[config.mk]
export PLATFORM = sky130hd
export DESIGN_NAME = wdog_top
export DESIGN_NICKNAME = d
export VERILOG_FILES = /design/src/rtl/wdog_pkg.sv /design/src/rtl/wdog_cfg.sv /design/src/rtl/wdog_prescale.sv /design/src/rtl/wdog_core.sv /design/src/rtl/wdog_top.sv
export SDC_FILE = /design/constraint.sdc
export NUM_CORES = 1
export LEC_CHECK = 0
export BUFFER_PORTS_ARGS = -buffer_cell sky130_fd_sc_hd__buf_2
export CORE_ASPECT_RATIO = 0.5
export CORE_UTILIZATION = 57
export CTS_CLUSTER_SIZE = 24
export DETAILED_ROUTE_END_ITERATION = 6
export PLACE_DENSITY = 0.85
export SLEW_MARGIN = 20
export SYNTH_ARGS = -nofsm -noshare
export SYNTH_HDL_FRONTEND = slang
export SYNTH_HIERARCHICAL = 1
export SYNTH_SLANG_ARGS = --single-unit
[constraint.sdc]
create_clock -name clk -period 7.3 [get_ports clk]
set_input_delay 1.46 -clock clk [delete_from_list [all_inputs] [get_ports clk]]
set_output_delay 1.46 -clock clk [all_outputs]
set_load 0.02 [all_outputs]
[src/rtl/wdog_pkg.sv]
package wdog_pkg;

    // Memory-mapped word offsets
    localparam logic [7:0] OFS_CTRL  = 8'h00;
    localparam logic [7:0] OFS_COUNT = 8'h04;

    // Configuration space indices
    localparam logic [7:0] CFG_IDX_ENABLE = 8'h00;
    localparam logic [7:0] CFG_IDX_RES    = 8'h03;

    // Control word bit positions
    localparam int BIT_START  = 0;
    localparam int BIT_FIRED  = 1;
    localparam int BIT_ACTION = 2;
    localparam int BIT_TRIG   = 7;
    // Enable bit inside configuration index 0
    localparam int BIT_EN     = 7;

    typedef enum logic [1:0] {
        RES_FINE  = 2'b00,
        RES_SHORT = 2'b01,
        RES_MED   = 2'b10,
        RES_LONG  = 2'b11
    } res_e;

    typedef enum logic {
        ACT_REBOOT   = 1'b0,
        ACT_SHUTDOWN = 1'b1
    } action_e;

    typedef struct packed {
        logic    start;
        action_e action;
        logic    fired;
    } ctrl_t;

    typedef struct packed {
        logic    start;
        logic    trig;
        logic    clr_fired;
        action_e action;
    } ctrl_wr_t;

    function automatic logic [31:0] pack_ctrl(ctrl_t c);
        logic [31:0] w;
        w             = '0;
        w[BIT_START]  = c.start;
        w[BIT_FIRED]  = c.fired;
        w[BIT_ACTION] = c.action;
        return w;
    endfunction

    function automatic ctrl_wr_t decode_ctrl(logic [31:0] w);
        ctrl_wr_t d;
        d.start     = w[BIT_START];
        d.trig      = w[BIT_TRIG];
        d.clr_fired = w[BIT_FIRED];
        d.action    = action_e'(w[BIT_ACTION]);
        return d;
    endfunction

    function automatic int unsigned max4(int unsigned a, int unsigned b,
                                         int unsigned c, int unsigned d);
        int unsigned m;
        m = a;
        if (b > m) m = b;
        if (c > m) m = c;
        if (d > m) m = d;
        return m;
    endfunction

endpackage

[src/rtl/wdog_cfg.sv]
module wdog_cfg
    import wdog_pkg::*;
(
    input  logic       clk,
    input  logic       rst,
    input  logic       wr,
    input  logic       sel_data,
    input  logic [7:0] wdata,
    output logic [7:0] rdata,
    output logic       en,
    output res_e       res
);
    logic [7:0] idx_q;
    logic       en_q;
    res_e       res_q;

    always_ff @(posedge clk) begin
        if (rst) begin
            idx_q <= '0;
            en_q  <= 1'b0;
            res_q <= RES_FINE;
        end else if (wr) begin
            if (!sel_data) begin
                idx_q <= wdata;
            end else begin
                case (idx_q)
                    CFG_IDX_ENABLE: en_q  <= wdata[BIT_EN];
                    CFG_IDX_RES:    res_q <= res_e'(wdata[1:0]);
                    default: ;
                endcase
            end
        end
    end

    always_comb begin
        rdata = '0;
        if (!sel_data) begin
            rdata = idx_q;
        end else begin
            case (idx_q)
                CFG_IDX_ENABLE: rdata[BIT_EN] = en_q;
                CFG_IDX_RES:    rdata[1:0]    = res_q;
                default: ;
            endcase
        end
    end

    assign en  = en_q;
    assign res = res_q;

    AST_CFG_HOLD: assert property (@(posedge clk) disable iff (rst)
        !wr |=> ($stable(en_q) && $stable(res_q))) else $error("cfg changed without write");

endmodule

[src/rtl/wdog_prescale.sv]
module wdog_prescale
    import wdog_pkg::*;
#(
    parameter int unsigned CYC_PER_US = 100,
    parameter int unsigned RES0_US    = 32,
    parameter int unsigned RES1_US    = 10000,
    parameter int unsigned RES2_US    = 100000,
    parameter int unsigned RES3_US    = 1000000,
    parameter int unsigned PRE_W      = 27
) (
    input  logic clk,
    input  logic rst,
    input  logic run,
    input  logic restart,
    input  res_e res,
    output logic tick
);
    logic [PRE_W-1:0] pcnt_q;
    logic [PRE_W-1:0] len;
    res_e             res_q;
    logic             res_chg;
    logic             clr;

    always_comb begin
        case (res)
            RES_FINE:  len = PRE_W'(RES0_US * CYC_PER_US);
            RES_SHORT: len = PRE_W'(RES1_US * CYC_PER_US);
            RES_MED:   len = PRE_W'(RES2_US * CYC_PER_US);
            default:   len = PRE_W'(RES3_US * CYC_PER_US);
        endcase
    end

    assign res_chg = (res != res_q);
    assign clr     = restart || !run || res_chg;
    assign tick    = run && !clr && (pcnt_q == len - 1'b1);

    always_ff @(posedge clk) begin
        if (rst) begin
            pcnt_q <= '0;
            res_q  <= RES_FINE;
        end else begin
            res_q <= res;
            if (clr || tick) pcnt_q <= '0;
            else             pcnt_q <= pcnt_q + 1'b1;
        end
    end

    AST_PRE_BOUND: assert property (@(posedge clk) disable iff (rst)
        !res_chg |-> (pcnt_q < len)) else $error("prescaler past period");
    AST_RESCHG_NO_TICK: assert property (@(posedge clk) disable iff (rst)
        res_chg |=> !tick) else $error("tick right after resolution change");

endmodule

[src/rtl/wdog_core.sv]
module wdog_core
    import wdog_pkg::*;
#(
    parameter int unsigned CNT_W = 16
) (
    input  logic        clk,
    input  logic        rst,
    input  logic        por,
    input  logic        en,
    input  logic        wr,
    input  logic [7:0]  addr,
    input  logic [31:0] wdata,
    output logic [31:0] rdata,
    input  logic        tick,
    output logic        run,
    output logic        restart,
    output logic        reboot_req,
    output logic        shutdown_req
);
    localparam int unsigned PAD_W = 32 - CNT_W;

    logic             soft_rst;
    logic             start_q;
    action_e          action_q;
    logic             fired_q;
    logic             halt_q;
    logic [CNT_W-1:0] tmo_q;
    logic [CNT_W-1:0] cnt_q;
    logic             reboot_q;
    logic             shutdown_q;

    ctrl_wr_t cw;
    ctrl_t    cr;
    logic     sel_ctrl;
    logic     sel_cnt;
    logic     reload;
    logic     start_rise;
    logic     expire;

    assign soft_rst   = rst || por;
    assign cw         = decode_ctrl(wdata);
    assign sel_ctrl   = en && wr && (addr == OFS_CTRL);
    assign sel_cnt    = en && wr && (addr == OFS_COUNT);
    assign reload     = sel_ctrl && cw.trig;
    assign start_rise = sel_ctrl && cw.start && !start_q;
    assign run        = en && start_q && !halt_q;
    assign restart    = reload;
    assign expire     = tick && (cnt_q <= CNT_W'(1));

    always_ff @(posedge clk) begin
        if (soft_rst) begin
            start_q    <= 1'b0;
            action_q   <= ACT_REBOOT;
            halt_q     <= 1'b0;
            tmo_q      <= '0;
            cnt_q      <= '0;
            reboot_q   <= 1'b0;
            shutdown_q <= 1'b0;
        end else begin
            if (sel_ctrl) begin
                start_q  <= cw.start;
                action_q <= cw.action;
            end
            if (sel_cnt) tmo_q <= wdata[CNT_W-1:0];
            if (reload)                      cnt_q <= tmo_q;
            else if (tick && cnt_q != '0)    cnt_q <= cnt_q - 1'b1;
            if (reload || start_rise) halt_q <= 1'b0;
            else if (expire)          halt_q <= 1'b1;
            reboot_q   <= expire && (action_q == ACT_REBOOT);
            shutdown_q <= expire && (action_q == ACT_SHUTDOWN);
        end
    end

    // Fired status: only power-on reset clears it, expiry wins over a clear
    always_ff @(posedge clk) begin
        if (por)                          fired_q <= 1'b0;
        else if (expire)                  fired_q <= 1'b1;
        else if (sel_ctrl && cw.clr_fired) fired_q <= 1'b0;
    end

    always_comb begin
        cr.start  = start_q;
        cr.action = action_q;
        cr.fired  = fired_q;
        rdata     = '0;
        if (en) begin
            if (addr == OFS_CTRL)       rdata = pack_ctrl(cr);
            else if (addr == OFS_COUNT) rdata = {{PAD_W{1'b0}}, cnt_q};
        end
    end

    assign reboot_req   = reboot_q;
    assign shutdown_req = shutdown_q;

    logic unused_wdata;
    assign unused_wdata = ^wdata;

    AST_REQ_EXCL: assert property (@(posedge clk) disable iff (soft_rst)
        $onehot0({reboot_q, shutdown_q})) else $error("both requests high");
    AST_REQ_PULSE: assert property (@(posedge clk) disable iff (soft_rst)
        (reboot_q || shutdown_q) |=> !(reboot_q || shutdown_q)) else $error("request longer than one cycle");
    AST_FIRED_SET: assert property (@(posedge clk) disable iff (soft_rst)
        (reboot_q || shutdown_q) |-> fired_q) else $error("request without fired");
    AST_STOP_FREEZE: assert property (@(posedge clk) disable iff (soft_rst)
        (!run && !reload) |=> $stable(cnt_q)) else $error("count moved while stopped");
    AST_DEC_STEP: assert property (@(posedge clk) disable iff (soft_rst)
        (tick && cnt_q > CNT_W'(1)) |=> (cnt_q == $past(cnt_q) - 1'b1)) else $error("bad decrement");
    AST_DISABLED_NOWRITE: assert property (@(posedge clk) disable iff (soft_rst)
        !en |=> ($stable(start_q) && $stable(tmo_q))) else $error("write while disabled");

endmodule

[src/rtl/wdog_top.sv]
module wdog_top
    import wdog_pkg::*;
#(
    parameter int unsigned CYC_PER_US = 100,
    parameter int unsigned RES0_US    = 32,
    parameter int unsigned RES1_US    = 10000,
    parameter int unsigned RES2_US    = 100000,
    parameter int unsigned RES3_US    = 1000000,
    parameter int unsigned CNT_W      = 16
) (
    input  logic        clk,
    input  logic        rst,
    input  logic        por,
    input  logic        reg_wr,
    input  logic [7:0]  reg_addr,
    input  logic [31:0] reg_wdata,
    output logic [31:0] reg_rdata,
    input  logic        cfg_wr,
    input  logic        cfg_sel_data,
    input  logic [7:0]  cfg_wdata,
    output logic [7:0]  cfg_rdata,
    output logic        reboot_req,
    output logic        shutdown_req
);
    localparam int unsigned MAX_US  = max4(RES0_US, RES1_US, RES2_US, RES3_US);
    localparam int unsigned MAX_LEN = MAX_US * CYC_PER_US;
    localparam int unsigned PRE_W   = $clog2(MAX_LEN + 1);

    logic rst_any;
    logic en;
    res_e res;
    logic tick;
    logic run;
    logic restart;

    assign rst_any = rst || por;

    wdog_cfg u_cfg (
        .clk      (clk),
        .rst      (rst_any),
        .wr       (cfg_wr),
        .sel_data (cfg_sel_data),
        .wdata    (cfg_wdata),
        .rdata    (cfg_rdata),
        .en       (en),
        .res      (res)
    );

    wdog_prescale #(
        .CYC_PER_US (CYC_PER_US),
        .RES0_US    (RES0_US),
        .RES1_US    (RES1_US),
        .RES2_US    (RES2_US),
        .RES3_US    (RES3_US),
        .PRE_W      (PRE_W)
    ) u_pre (
        .clk     (clk),
        .rst     (rst_any),
        .run     (run),
        .restart (restart),
        .res     (res),
        .tick    (tick)
    );

    wdog_core #(
        .CNT_W (CNT_W)
    ) u_core (
        .clk          (clk),
        .rst          (rst),
        .por          (por),
        .en           (en),
        .wr           (reg_wr),
        .addr         (reg_addr),
        .wdata        (reg_wdata),
        .rdata        (reg_rdata),
        .tick         (tick),
        .run          (run),
        .restart      (restart),
        .reboot_req   (reboot_req),
        .shutdown_req (shutdown_req)
    );

endmodule

==> results.sh <==
export IMPL_start_kind="input port"
export IMPL_arrival_ps=3450
export IMPL_worstPathMaxFanout=18
export IMPL_hold_violations=0
export IMPL_num_rows=21
export IMPL_crit_path_top_delay_cell="nor2_1"
export IMPL_fmax_mhz=204
export IMPL_grt_pass1_wl_mm=14.6
export IMPL_drtAntennaViolNets=0
export IMPL_htreeDepth=3
export IMPL_cpMostUsedCell="buf_2"
export IMPL_p_per_area_nw_per_um2=193
export IMPL_skew_ps=4.30
export IMPL_fin_setup_tns_ps=0
export IMPL_slew_headroom_pct=35.4
export IMPL_numClockSinks=78
export IMPL_synth_cells=487
export IMPL_hpwlAfterDp_mm=6.36
export IMPL_p_leak_nw=1.92
export IMPL_critical_path_top_delay_family="simple AND/OR/NAND/NOR gates"
export IMPL_drv_slew=0
export IMPL_antenna_found_initial=0
export IMPL_nFillCells=562
export IMPL_first_pass_iters=5
export IMPL_finalSetupViolations=0
export IMPL_min_period_over_period_pct=67.2
export IMPL_cts_setup_buffers=0
export IMPL_cp_required_ps=5840
export IMPL_cp_num_buf_inv=2
export IMPL_drt_wirelength_per_cell_um=13.8
export IMPL_syn_avg_cell_area_um2=8.50
export IMPL_synth_seq_cells=78
export IMPL_status="finished clean"
export IMPL_ir_drop_uv=132
export IMPL_yosysSeqAreaShare_pct=37.7
export IMPL_nets=608
export IMPL_tightest_slew_ps=966
export IMPL_hp_class="reg2reg"
export IMPL_area_growth_pct=14.3
export IMPL_cts_resized=0
export IMPL_cts_buffers=9
export IMPL_synth_ff_type="dfxtp_1"
export IMPL_period_needed_ps=4910
export IMPL_cts_tree="built"
export IMPL_r2r_slack_ps=2880
export IMPL_grt_max_degree=25
export IMPL_fp_dieH_um=62.2
export IMPL_clock_tree_buffer_depth=2
export IMPL_grt_pass1_vias=3192
export IMPL_grt_use_total_pct=24.5
export IMPL_gp_congestion=0.883
export IMPL_synth_warnings=6
export IMPL_numPortBuffers=63
export IMPL_drive_gt1_share_pct=17.1
export IMPL_grt_overflow_total=0
export IMPL_ys_async_sr_fraction_pct=0
export IMPL_worstSkewPairLatency_ps=340
export IMPL_path_cells="buf_2, or4b_2, nor2_1, and3_1, buf_2"
export IMPL_diodes=0
export IMPL_multiInputGateArea_um2=2390
export IMPL_netlist_area_um2=4140
export IMPL_drv_cap=0
export IMPL_rsz0062_at_grt="no"
export IMPL_synth_distinct_cells=50
export IMPL_postCtsHoldBufs=0
export IMPL_final_seq_area_um2=1560
export IMPL_initial_core_util_pct=60.3
export IMPL_viasPerCell=5.66
export IMPL_worstSetupPathType="in2out"
export IMPL_clk_pin_slew_worst_paths_ps=60
export IMPL_dieWidth_um=122
export IMPL_vias=3626
export IMPL_drt_wl_total_mm=8.88
export IMPL_drc=0
export IMPL_io_pins=96
export IMPL_drt_iter0_markers=236
export IMPL_cp_end_kind="output pin"
export IMPL_critPathMaxStageDelay_ps=760
export IMPL_core_um2=6860
export IMPL_root_buffer="clkbuf_16"
export IMPL_synth_edf_count=0
export IMPL_die_area_um2=7620
export IMPL_power_total_mw=0.914
## synthesized netlist by cell type, drive strengths merged (10+ instances only)
library cell | number | area (um2)
a21oi | 30 | 150
dfxtp | 78 | 1560
xor2 | 29 | 254
xnor2 | 13 | 114
inv | 12 | 45.0
buf | 19 | 148
nand2 | 29 | 109
ha | 10 | 125
nand3 | 21 | 110
and3 | 20 | 130
nor4 | 11 | 98.8
mux2i | 24 | 240
nor2 | 69 | 259
o21ai | 19 | 95.1
nand4 | 16 | 100
clkbuf | 13 | 48.8
nor3 | 15 | 75.1
## sequential cells by signal, summed over array words and instances, names as in the netlist, 2 cells and up
name and cells:
u_pre/pcnt_q 27, u_core/cnt_q 16, u_core/tmo_q 16, u_cfg/idx_q 8
u_cfg/res 2, u_pre/res_q 2
## worst min-delay path, delay by kind of cell, from the launching register on
family                 cells  cell delay, ps
buffers and inverters      1              60
AO/OA/AOI/OAI              1              60
flip-flops                 1             290
## metal layers
layer	routed length, um	global-route usage (%)	vias up
met5	0	0	-
met4	147	8.84	0
met3	474	7.35	11
met2	4260	39.5	109
met1	4000	30.8	1716
li1	-	-	1790
## through the flow
| step | utilization (%) | hold WS [ps] | std cells | cell area, um2 | setup WS (ps) |
|---|---|---|---|---|---|
| after floorplan | - | 422 | 502 | 4190 | 2860 |
| after global placement | 64.6 | 436 | 625 | 4430 | 2460 |
| after detailed placement | 64.6 | 450 | 625 | 4430 | 2420 |
| after CTS | 69.0 | 454 | 641 | 4730 | 2440 |
| after global routing | 69.0 | 473 | 641 | 4730 | 2310 |
| final | 69.0 | 457 | 641 | 4730 | 2390 |
## layout make-up
class / count / area share (%)
clock buffers: 13 / 5.50
multi-input cells: 380 / 50.5
repair buffers: 63 / 6.66
well taps: 92 / 2.43
inverters: 12 / 0.952
flip-flops and latches: 78 / 33.0
clock inverters: 3 / 0.899
## power breakdown
| part | switching, mW | total, mW | internal, mW |
|---|---|---|---|
| Clock | 0.166 | 0.448 | 0.283 |
| Combinational | 0.0247 | 0.0376 | 0.0129 |
| Sequential | 0.00117 | 0.428 | 0.427 |
## logic make-up (layout without fill, tap and decap cells)
| logic type | Yosys count | after routing | share of synthesized area (%) |
|---|---|---|---|
| simple gates | 226 | 226 | 29.7 |
| flops | 78 | 78 | 37.7 |
| mux | 24 | 24 | 5.81 |
| compound gates | 62 | 62 | 8.89 |
| buf+inv | 44 | 91 | 5.84 |
| fa+ha+maj | 10 | 10 | 3.02 |
| xor+xnor | 42 | 42 | 8.89 |
| other cells | 1 | 16 | 0.0906 |
## cells in the final DEF (no fill, tap or decap), drive strengths merged, types with 19 or more instances in the layout
cell type / synthesis / routed
nand3: 21 / 21
buf: 19 / 63
and3: 20 / 20
nand2: 29 / 29
nor2: 69 / 69
xor2: 29 / 29
dfxtp: 78 / 78
o21ai: 19 / 19
mux2i: 24 / 24
a21oi: 30 / 30
## path summary, 6_finish.rpt
| path | startpoint | end | cells after the start |
|---|---|---|---|
| hold / removal | u_core/halt_q | u_core/halt_q | 2 |
| setup / recovery | reg_addr[1] | reg_rdata[12] | 5 |
| hold reg to reg | u_core/halt_q | u_core/halt_q | 2 |
| setup reg to reg | u_cfg/res[0] | u_core/cnt_q[13] | 12 |
Power figures use the tool's default switching activity.
